### src/rtl/hashctl_pkg.sv
package hashctl_pkg;

    typedef enum logic [2:0] {
        ALG_MD5        = 3'd0,
        ALG_SHA1       = 3'd1,
        ALG_SHA224     = 3'd2,
        ALG_SHA256     = 3'd3,
        ALG_SHA512     = 3'd4,
        ALG_SHA384     = 3'd5,
        ALG_SHA512_256 = 3'd6,
        ALG_NONE       = 3'd7
    } hash_alg_e;

    // Word indices (byte offset >> 2)
    localparam int unsigned WIDX_CIPHER = 4;
    localparam int unsigned WIDX_STATUS = 7;
    localparam int unsigned WIDX_SRC    = 8;
    localparam int unsigned WIDX_DST    = 9;
    localparam int unsigned WIDX_LEN    = 11;
    localparam int unsigned WIDX_CMD    = 12;

    localparam logic [31:0] LEN_KEEP      = 32'h0FFF_FFFF;
    localparam logic [31:0] CMD_KEEP_FULL = 32'h0014_7FFF;
    localparam logic [31:0] CMD_KEEP_LITE = 32'h0000_03FF;

    localparam int unsigned CMD_IRQ_EN_BIT = 9;
    localparam int unsigned CMD_SG_BIT     = 18;
    localparam int unsigned STAT_DONE_BIT  = 9;
    localparam int unsigned STAT_BUSY_BIT  = 0;

    typedef struct packed {
        logic busy;
        logic done;
        logic irq;
        logic start;
        logic irq_en;
    } job_state_t;

    typedef struct packed {
        logic [31:0] cipher;
        logic [31:0] src;
        logic [31:0] dst;
        logic [31:0] len;
        logic [31:0] cmd;
        logic [31:0] rdata;
        hash_alg_e   alg;
        logic        sg;
        logic        err;
        logic        unsup;
    } regs_t;

endpackage

### src/rtl/hashctl_addr_dec.sv
module hashctl_addr_dec #(
    parameter int unsigned ADDR_W    = 12,
    parameter int unsigned NUM_WORDS = 16
) (
    input  logic [ADDR_W-1:0]   addr_i,
    output logic [ADDR_W-3:0]   word_o,
    output logic                in_range_o
);
    localparam int unsigned WORD_W = ADDR_W - 2;

    logic [ADDR_W-1:0] shifted;

    always_comb begin
        shifted    = addr_i >> 2;
        word_o     = shifted[WORD_W-1:0];
        in_range_o = (shifted < ADDR_W'(NUM_WORDS));
    end
endmodule

### src/rtl/hashctl_alg_dec.sv
module hashctl_alg_dec
    import hashctl_pkg::*;
(
    input  logic [2:0] base_i,     // command bits [6:4]
    input  logic [2:0] variant_i,  // command bits [12:10]
    input  logic [1:0] keyed_i,    // command bits [8:7]
    input  logic       chain_i,    // command bit 1
    output logic       legal_o,
    output hash_alg_e  alg_o,
    output logic       unsup_o
);
    always_comb begin
        legal_o = 1'b1;
        alg_o   = ALG_NONE;
        case ({variant_i, base_i})
            6'b000_000: alg_o = ALG_MD5;
            6'b000_010: alg_o = ALG_SHA1;
            6'b000_100: alg_o = ALG_SHA224;
            6'b000_101: alg_o = ALG_SHA256;
            6'b000_110: alg_o = ALG_SHA512;
            6'b001_110: alg_o = ALG_SHA384;
            6'b010_110: alg_o = ALG_SHA512_256;
            default: begin
                legal_o = 1'b0;
                alg_o   = ALG_NONE;
            end
        endcase
        unsup_o = (|keyed_i) | chain_i;
    end
endmodule

### src/rtl/hashctl_job_ctrl.sv
module hashctl_job_ctrl
    import hashctl_pkg::*;
(
    input  logic clk,
    input  logic rst_n,
    input  logic launch_i,
    input  logic irq_en_i,
    input  logic done_i,
    input  logic clr_i,
    output logic busy_o,
    output logic done_o,
    output logic irq_o,
    output logic start_o
);
    job_state_t s_d, s_q;
    logic       finish;

    always_comb begin
        s_d       = s_q;
        s_d.start = launch_i;
        finish    = s_q.busy & done_i;

        if (launch_i) begin
            s_d.busy   = 1'b1;
            s_d.irq_en = irq_en_i;
        end else if (finish) begin
            s_d.busy = 1'b0;
            s_d.done = 1'b1;
            if (s_q.irq_en) begin
                s_d.irq = 1'b1;
            end
        end

        // A fresh completion outranks a same-cycle acknowledge
        if (clr_i && !finish) begin
            s_d.done = 1'b0;
            s_d.irq  = 1'b0;
        end
    end

    always_ff @(posedge clk or negedge rst_n) begin
        if (!rst_n) begin
            s_q <= '0;
        end else begin
            s_q <= s_d;
        end
    end

    assign busy_o  = s_q.busy;
    assign done_o  = s_q.done;
    assign irq_o   = s_q.irq;
    assign start_o = s_q.start;
endmodule

### src/rtl/hashctl_regs.sv
module hashctl_regs
    import hashctl_pkg::*;
#(
    parameter bit          FULL_VARIANT  = 1'b1,
    parameter int unsigned ADDR_W        = 12,
    parameter int unsigned NUM_WORDS     = 16,
    parameter logic [31:0] SRC_ADDR_MASK = 32'h7FFF_FFFF
) (
    input  logic              clk,
    input  logic              rst_n,
    input  logic              bus_valid,
    input  logic              bus_write,
    input  logic [ADDR_W-1:0] bus_addr,
    input  logic [31:0]       bus_wdata,
    output logic [31:0]       bus_rdata,
    output logic              job_start,
    output logic [2:0]        job_algo,
    output logic              job_sg,
    output logic [31:0]       job_src,
    output logic [31:0]       job_dst,
    output logic [31:0]       job_len,
    input  logic              job_done,
    output logic              irq,
    output logic              cmd_err,
    output logic              cmd_unsup
);
    localparam int unsigned WORD_W   = ADDR_W - 2;
    localparam logic [31:0] CMD_KEEP = FULL_VARIANT ? CMD_KEEP_FULL : CMD_KEEP_LITE;
    localparam logic [31:0] DST_KEEP = SRC_ADDR_MASK & ~32'h7;

    regs_t r_d, r_q;

    logic [WORD_W-1:0] word;
    logic              in_range;
    logic              wr_any;
    logic              rd_any;
    logic [31:0]       cmd_new;
    logic              alg_legal;
    hash_alg_e         alg_code;
    logic              alg_unsup;
    logic              busy;
    logic              done_flag;
    logic              cmd_take;
    logic              launch;
    logic              clr_done;
    logic [31:0]       status_val;
    logic [31:0]       rd_val;

    hashctl_addr_dec #(
        .ADDR_W    (ADDR_W),
        .NUM_WORDS (NUM_WORDS)
    ) u_adec (
        .addr_i     (bus_addr),
        .word_o     (word),
        .in_range_o (in_range)
    );

    assign cmd_new = bus_wdata & CMD_KEEP;

    hashctl_alg_dec u_adc (
        .base_i    (cmd_new[6:4]),
        .variant_i (cmd_new[12:10]),
        .keyed_i   (cmd_new[8:7]),
        .chain_i   (cmd_new[1]),
        .legal_o   (alg_legal),
        .alg_o     (alg_code),
        .unsup_o   (alg_unsup)
    );

    always_comb begin
        wr_any   = bus_valid & bus_write & in_range;
        rd_any   = bus_valid & ~bus_write;
        cmd_take = wr_any & (word == WORD_W'(WIDX_CMD)) & ~busy;
        launch   = cmd_take & alg_legal;
        clr_done = wr_any & (word == WORD_W'(WIDX_STATUS)) & bus_wdata[STAT_DONE_BIT];
    end

    hashctl_job_ctrl u_job (
        .clk      (clk),
        .rst_n    (rst_n),
        .launch_i (launch),
        .irq_en_i (cmd_new[CMD_IRQ_EN_BIT]),
        .done_i   (job_done),
        .clr_i    (clr_done),
        .busy_o   (busy),
        .done_o   (done_flag),
        .irq_o    (irq),
        .start_o  (job_start)
    );

    // Read view
    always_comb begin
        status_val                = '0;
        status_val[STAT_DONE_BIT] = done_flag;
        status_val[STAT_BUSY_BIT] = busy;

        rd_val = '0;
        if (in_range) begin
            if (word == WORD_W'(WIDX_CIPHER))      rd_val = r_q.cipher;
            else if (word == WORD_W'(WIDX_STATUS)) rd_val = status_val;
            else if (word == WORD_W'(WIDX_SRC))    rd_val = r_q.src;
            else if (word == WORD_W'(WIDX_DST))    rd_val = r_q.dst;
            else if (word == WORD_W'(WIDX_LEN))    rd_val = r_q.len;
            else if (word == WORD_W'(WIDX_CMD))    rd_val = r_q.cmd;
            else                                   rd_val = '0;
        end
    end

    // Next-state of the register file
    always_comb begin
        r_d       = r_q;
        r_d.err   = 1'b0;
        r_d.unsup = 1'b0;

        if (wr_any) begin
            if (word == WORD_W'(WIDX_CIPHER)) r_d.cipher = bus_wdata;
            if (word == WORD_W'(WIDX_SRC))    r_d.src    = bus_wdata & SRC_ADDR_MASK;
            if (word == WORD_W'(WIDX_DST))    r_d.dst    = bus_wdata & DST_KEEP;
            if (word == WORD_W'(WIDX_LEN))    r_d.len    = bus_wdata & LEN_KEEP;
        end

        if (cmd_take) begin
            r_d.cmd   = cmd_new;
            r_d.err   = ~alg_legal;
            r_d.unsup = alg_unsup;
            if (alg_legal) begin
                r_d.alg = alg_code;
                r_d.sg  = cmd_new[CMD_SG_BIT];
            end
        end

        if (rd_any) begin
            r_d.rdata = rd_val;
        end
    end

    always_ff @(posedge clk or negedge rst_n) begin
        if (!rst_n) begin
            r_q <= '0;
        end else begin
            r_q <= r_d;
        end
    end

    assign bus_rdata = r_q.rdata;
    assign job_algo  = r_q.alg;
    assign job_sg    = r_q.sg;
    assign job_src   = r_q.src;
    assign job_dst   = r_q.dst;
    assign job_len   = r_q.len;
    assign cmd_err   = r_q.err;
    assign cmd_unsup = r_q.unsup;
endmodule

### config.mk
export PLATFORM = sky130hd
export DESIGN_NAME = hashctl_regs
export DESIGN_NICKNAME = d
export VERILOG_FILES = /design/src/rtl/hashctl_pkg.sv /design/src/rtl/hashctl_addr_dec.sv /design/src/rtl/hashctl_alg_dec.sv /design/src/rtl/hashctl_job_ctrl.sv /design/src/rtl/hashctl_regs.sv
export SDC_FILE = /design/constraint.sdc
export NUM_CORES = 1
export LEC_CHECK = 0
export BUFFER_PORTS_ARGS = -buffer_cell sky130_fd_sc_hd__buf_2
export CELL_PAD_IN_SITES_DETAIL_PLACEMENT = 2
export CELL_PAD_IN_SITES_GLOBAL_PLACEMENT = 2
export CORE_MARGIN = 2
export CORE_UTILIZATION = 37
export DETAILED_ROUTE_END_ITERATION = 8
export PLACE_DENSITY_LB_ADDON = 0.1
export SLEW_MARGIN = 40
export SYNTH_ARGS = -nofsm -noshare
export SYNTH_HDL_FRONTEND = slang
export SYNTH_SLANG_ARGS = --single-unit
export TNS_END_PERCENT = 10
### constraint.sdc
create_clock -name clk -period 2.43 [get_ports clk]
set_input_delay 0 -clock clk [delete_from_list [all_inputs] [get_ports clk]]
set_output_delay 0 -clock clk [all_outputs]
set_load 0.03 [all_outputs]
* Word level (Yosys, flattened, before mapping) *
Index checks and enable logic that the tools add are counted.

cells by class
  $add $sub $neg = 0
  reductions and logical operators = 15
  eq/ne operators = 13
  $mul = 0
  bitwise logic cells = 13
  $lt $le $gt $ge = 1
  divide/modulo/power cells = 0
  shifts and indexed selects = 0
  multiplexer cells = 15

operators with widths
  cell                   count
  $mux W31               3
  $mux W32               2
  $eq A10 B4 Y1 const B  4
  $mux W28               1
  $mux W21               1
  $pmux W3 S7            1
  $eq A10 B3 Y1 const B  2
  $eq A6 B3 Y1 const B   3
  $reduce_and A2 Y1      6
  $lt A10 B5 Y1 const B  1
  $and A1 B1 Y1          9
  $reduce_or A7 Y1       1
  $eq A6 B2 Y1 const B   1
  $eq A6 B4 Y1 const B   1
  $eq A6 B5 Y1 const B   1
  $logic_not A6 Y1       1
  $mux W2                3
  $reduce_bool A2 Y1     3
  $mux W1                3
  $mux W3                1
  $not A1 Y1             3
  $reduce_and A3 Y1      1
  $ne A2 B1 Y1 const B   1
  $reduce_or A2 Y1       1
  other kinds (3)        3

storage, ports and cells
  ROM bits = 0
  latch bits = 0
  input port bits = 49
  memory bits (writable) = 0
  memories = 0
  register bits = 179

* Depth between registers and ports, before layout *
  depth in word-level cells = 8
  gate-level depth with buffers = 7
  gate-level depth less buffers = 4

* Modules after synthesis *
From an unflattened synthesis, not the netlist that was laid out.

unflattened totals
  cell total of the unflattened synthesis = 747
  area, all modules = 8991.1 µm²

modules (own cells, without submodules)
  module            area an instance (µm²)  instances  sequential area each (µm²)  cells each
  hashctl_regs      8624.5                  1          4354.2                      704
  hashctl_job_ctrl  185.2                   1          125.1                       16
  hashctl_addr_dec  92.6                    1          0.0                         12
  hashctl_alg_dec   88.8                    1          0.0                         15

* Least setup slack after synthesis *
Ideal clock, no wire load.

  kind = in2reg
  start = input bus_addr[11]
  end = register r_q[168] (netlist name)
  library setup time = 125 ps
  setup slack = 575 ps
  path buffers = 2
  data arrival time = 1730 ps
  stages on the path = 6
  path through = or4_1 > buf_2 > nor4_4 > nand3_4 > buf_6 > mux2_4

between the ends
  cells in the longest elaborated chain, start to end = 3
  elaborated cells on any way between the ends = 4
  classes of those cells = order compare (1); eq/ne (1); bitwise (1); reduce/logical (1)

ends and longest elaborated chain
  item                                  RTL line                source
  start: declaration                    hashctl_regs.sv:13      input logic [ADDR_W-1:0] bus_addr,
  $lt A10 B5 Y1                         hashctl_addr_dec.sv:16  in_range_o = (shifted < ADDR_W'(NUM_WORDS));
  $and A1 B1 Y1                         hashctl_regs.sv:71      wr_any = bus_valid & bus_write & in_range;
  $reduce_and A2 Y1 (no source line) *  --
  end signal: assignment                hashctl_regs.sv:141     r_q <= r_d;
  end: declaration                      hashctl_regs.sv:31      regs_t r_d, r_q;

Mark *: on every way between the ends. The rest lies on a longest branch, timed or not.
A chain may end at the register's enable or synchronous reset.

* Final worst setup path *
  start = register u_job.s_q (netlist bit u_job.busy_o)
  end = register r_q (netlist bit job_algo[0])

between the ends
  cells in the longest elaborated chain, start to end = 3

ends and longest elaborated chain
  item                                RTL line                source
  start: declaration                  hashctl_job_ctrl.sv:15  job_state_t s_d, s_q;
  start signal: assignment            hashctl_job_ctrl.sv:43  s_q <= '0;
  start signal: assignment            hashctl_job_ctrl.sv:45  s_q <= s_d;
  $not A1 Y1                          hashctl_regs.sv:73      cmd_take = wr_any & (word == WORD_W'(WIDX_CMD)) & ~busy;
  $and A1 B1 Y1                       hashctl_regs.sv:73
  $reduce_and A2 Y1 (no source line)  --

No other way between the ends.

==> impl_results.md <==
- Status: completed
- Starting Density: 37.7%
- Power Density: 599 nW/um2
- Clock sinks: 179
- Largest family of logic cells by synthesized area: multiplexers
- Worst EP arrival: 2.39 ns
- CTS Buf Count: 17
- Fin crit share: 85.4%
- Peak Freq: 482 MHz
- Synth Area in Compound Gates: 9.32%
- DRT Pass-1 Iters: 6
- Most frequent cell after synthesis: dfrtp_1
- Post-Syn Instances: 750
- CTS tree: yes
- Syn Std Cell Area: 9200 um2
- Clk buf depth: 2
- RSZ-0062 raised after global routing: no
- Fin. Hold Viols: 0
- Clock root buffer master: clkbuf_16
- Die width: 162 um
- CTS H-tree depth: 4
- CP endpoint kind: flop
- Met1 usage: 29.7%
- Mux contribution to synthesized area: 20.6%
- RePlAce Congestion: 0.776
- CTS resizes: 0
- Routed vias: 6,100
- IO buf count: 173
- Max-slew violation count: 0
- Post-synth top area share: 48.7%
- Ys flop type: dfrtp_1
- Setup_tns: 0 ns
- Ys async rst share: 100%
- XOR/XNOR share of the synthesized area: 0.0952%
- GRT met3 Usage: 2.89%
- Synthesized flop and latch total: 179
- Setup Buffers After CTS: 0
- Sequential area share after synthesis: 48.7%
- Synth Area in Simple Gates: 8.28%
- Die height: 162 um
- Leak: 0.00557 uW
- Worst Max-Slew Pin Slew: 0.697 ns
- Core Box Area: 24,400 um2
- GRT Max-Usage Layer: met2
- IO Count: 185
- Post-synth cell types: 59
- Post-synth EDFFs: 0
- Vias in the first global route: 6,943
- CP Launch Type: flop
- Pin count of the biggest net entering global routing: 71
- Largest cells by area after synthesis: dfrtp_1 (49%), mux2_2 (15%), buf_4 (11%), mux2_4 (4.9%), nor2b_1 (1.7%)
- Layout cell share with drive strength beyond 1: 47.6%
- Layout Area Growth over Synthesis: 15.0%
- Row Count: 57
- Initial DRC Count: 249
- Clock Skew: 0.0123 ns
- Min Tclk post-route: 2.08 ns
- YS warnings: 0
- Nets@finish: 889
- Final WL: 27.7 mm
- Max-cap violations: 0
- Peak supply drop: 0.450 mV
- First-pass GRT wire length: 43.4 mm
- Drt wl/cell: 23.6 um
- Detailed placement HPWL: 19.0 mm
- Synth top cells by count: dfrtp_1 (179), buf_4 (131), mux2_2 (122)
- Final setup viols: 0
- Die Area: 26,100 um2
- HP Class: in -> reg
- Initial antenna violation count: 1
- Relative slew slack: 53.5%
- Area leader, netlist: dfrtp_1
- Post-route cell area: 10,600 um2
- Total global routing overflow: 0
- Placed cell area: 9660 um2
- Critical Path Fanout Max: 7
- Clock Latency Late Sink: 0.42 ns
- Synth Area in Adders: 0%
- Avg Inst Size Synth: 12.3 um2
- DRC violations left: 0
- Hold_buf cts: 32
- M2 GR Usage: 37.9%
- Antenna-violating nets left: 0
- Setup Crit Path Kind: reg -> reg
- Vias per inst: 5.19
- Worst endpoint required time: 2.75 ns
- GRT Overall Usage: 21.9%
- Clk pin slew, worst setup/hold paths: 0.07 ns
## routing by layer
layer | wire, um | up-vias
li1 | - | 2719
met2 | 13800 | 150
met4 | 213 | 0
met5 | 0 | -
met1 | 12800 | 3220
met3 | 893 | 11
## flip-flops by register name, indices dropped and copies added (netlist names), 3 cells and up
register,flops
job_src,31
r_q,49
job_len,28
bus_rdata,32
job_algo,3
job_dst,28
## kinds of logic (layout without fill, tap and decap cells)
family / Yosys count / count (layout)
multiplexers: 159 / 159
XOR/XNOR: 1 / 1
buffers and inverters: 178 / 271
AND/OR/NAND/NOR: 120 / 120
AO/OA/AOI/OAI: 112 / 112
flip-flops: 179 / 179
other: 1 / 10
## layout by cell type (no fill, tap or decap), types with 8 or more instances in the layout
cell type / instances
a21oi_1: 9
a221o_1: 11
a22oi_1: 17
a32o_1: 8
and2_1: 9
buf_2: 172
buf_4: 29
clkbuf_16: 17
conb_1: 9
dfrtp_1: 179
dlygate4sd3_1: 32
mux2_2: 122
mux2_4: 30
nand2_1: 18
nand2b_1: 10
nor2_1: 17
nor2b_1: 25
o22ai_1: 15
o2bb2ai_1: 9
## final timing paths
| path | start | to | slack [ns] | depth (start not counted) |
|---|---|---|---|---|
| worst max-delay path | u_job.busy_o | job_algo[0] | 0.35 | 4 |
| worst min-delay path | bus_wdata[11] | job_dst[11] | 0.02 | 2 |
| worst max register to register | u_job.busy_o | job_algo[0] | 0.35 | 4 |
| worst min register to register | bus_rdata[18] | bus_rdata[18] | 0.49 | 1 |
| max in group asynchronous | rst_n | job_src[11] | 1.45 | 3 |
| min in group asynchronous | rst_n | job_dst[23] | 0.18 | 2 |
## critical path: stages, from the launching register on
cell and delay (ns):
dfrtp_1 0.49, or4b_2 0.69, nor3_2 0.22, buf_4 0.22, mux2_2 0.35
## where the power goes
group / internal [uW] / leakage, uW / switching (uW)
clock: 1650 / 0.000288 / 1210
sequential: 3000 / 0.00249 / 14.3
combinational: 153 / 0.00279 / 315
total: 4800 / 0.00557 / 1540
## layout make-up
cell class	count	area, um2
Sequential cell	179	4480
Clock buffer	19	443
Multi-Input combinational cell	401	3580
Antenna cell	1	2.50
Timing Repair Buffer	239	1510
Clock inverter	11	153
Inverter	2	7.51
Fill cell	2468	13800
Tap cell	324	405
## through the flow
| stage | total power [uW] | worst slack (ns) | cells | util [%] | hold slack, ns |
|---|---|---|---|---|---|
| 2_1_floorplan | 3290 | 0.575 | 758 | - | -0.296 |
| 3_3_place_gp | 3480 | 0.272 | 1113 | 39.6 | 0.0636 |
| 3_5_place_dp | 3500 | 0.233 | 1113 | 39.6 | 0.0760 |
| 4_1_cts | 6420 | 0.354 | 1175 | 43.4 | 0.0103 |
| 5_1_grt | 6580 | 0.290 | 1175 | 43.4 | 0.0344 |
| 6_report | 6340 | 0.354 | 1176 | 43.4 | 0.0165 |
Power figures use the tool's default switching activity.
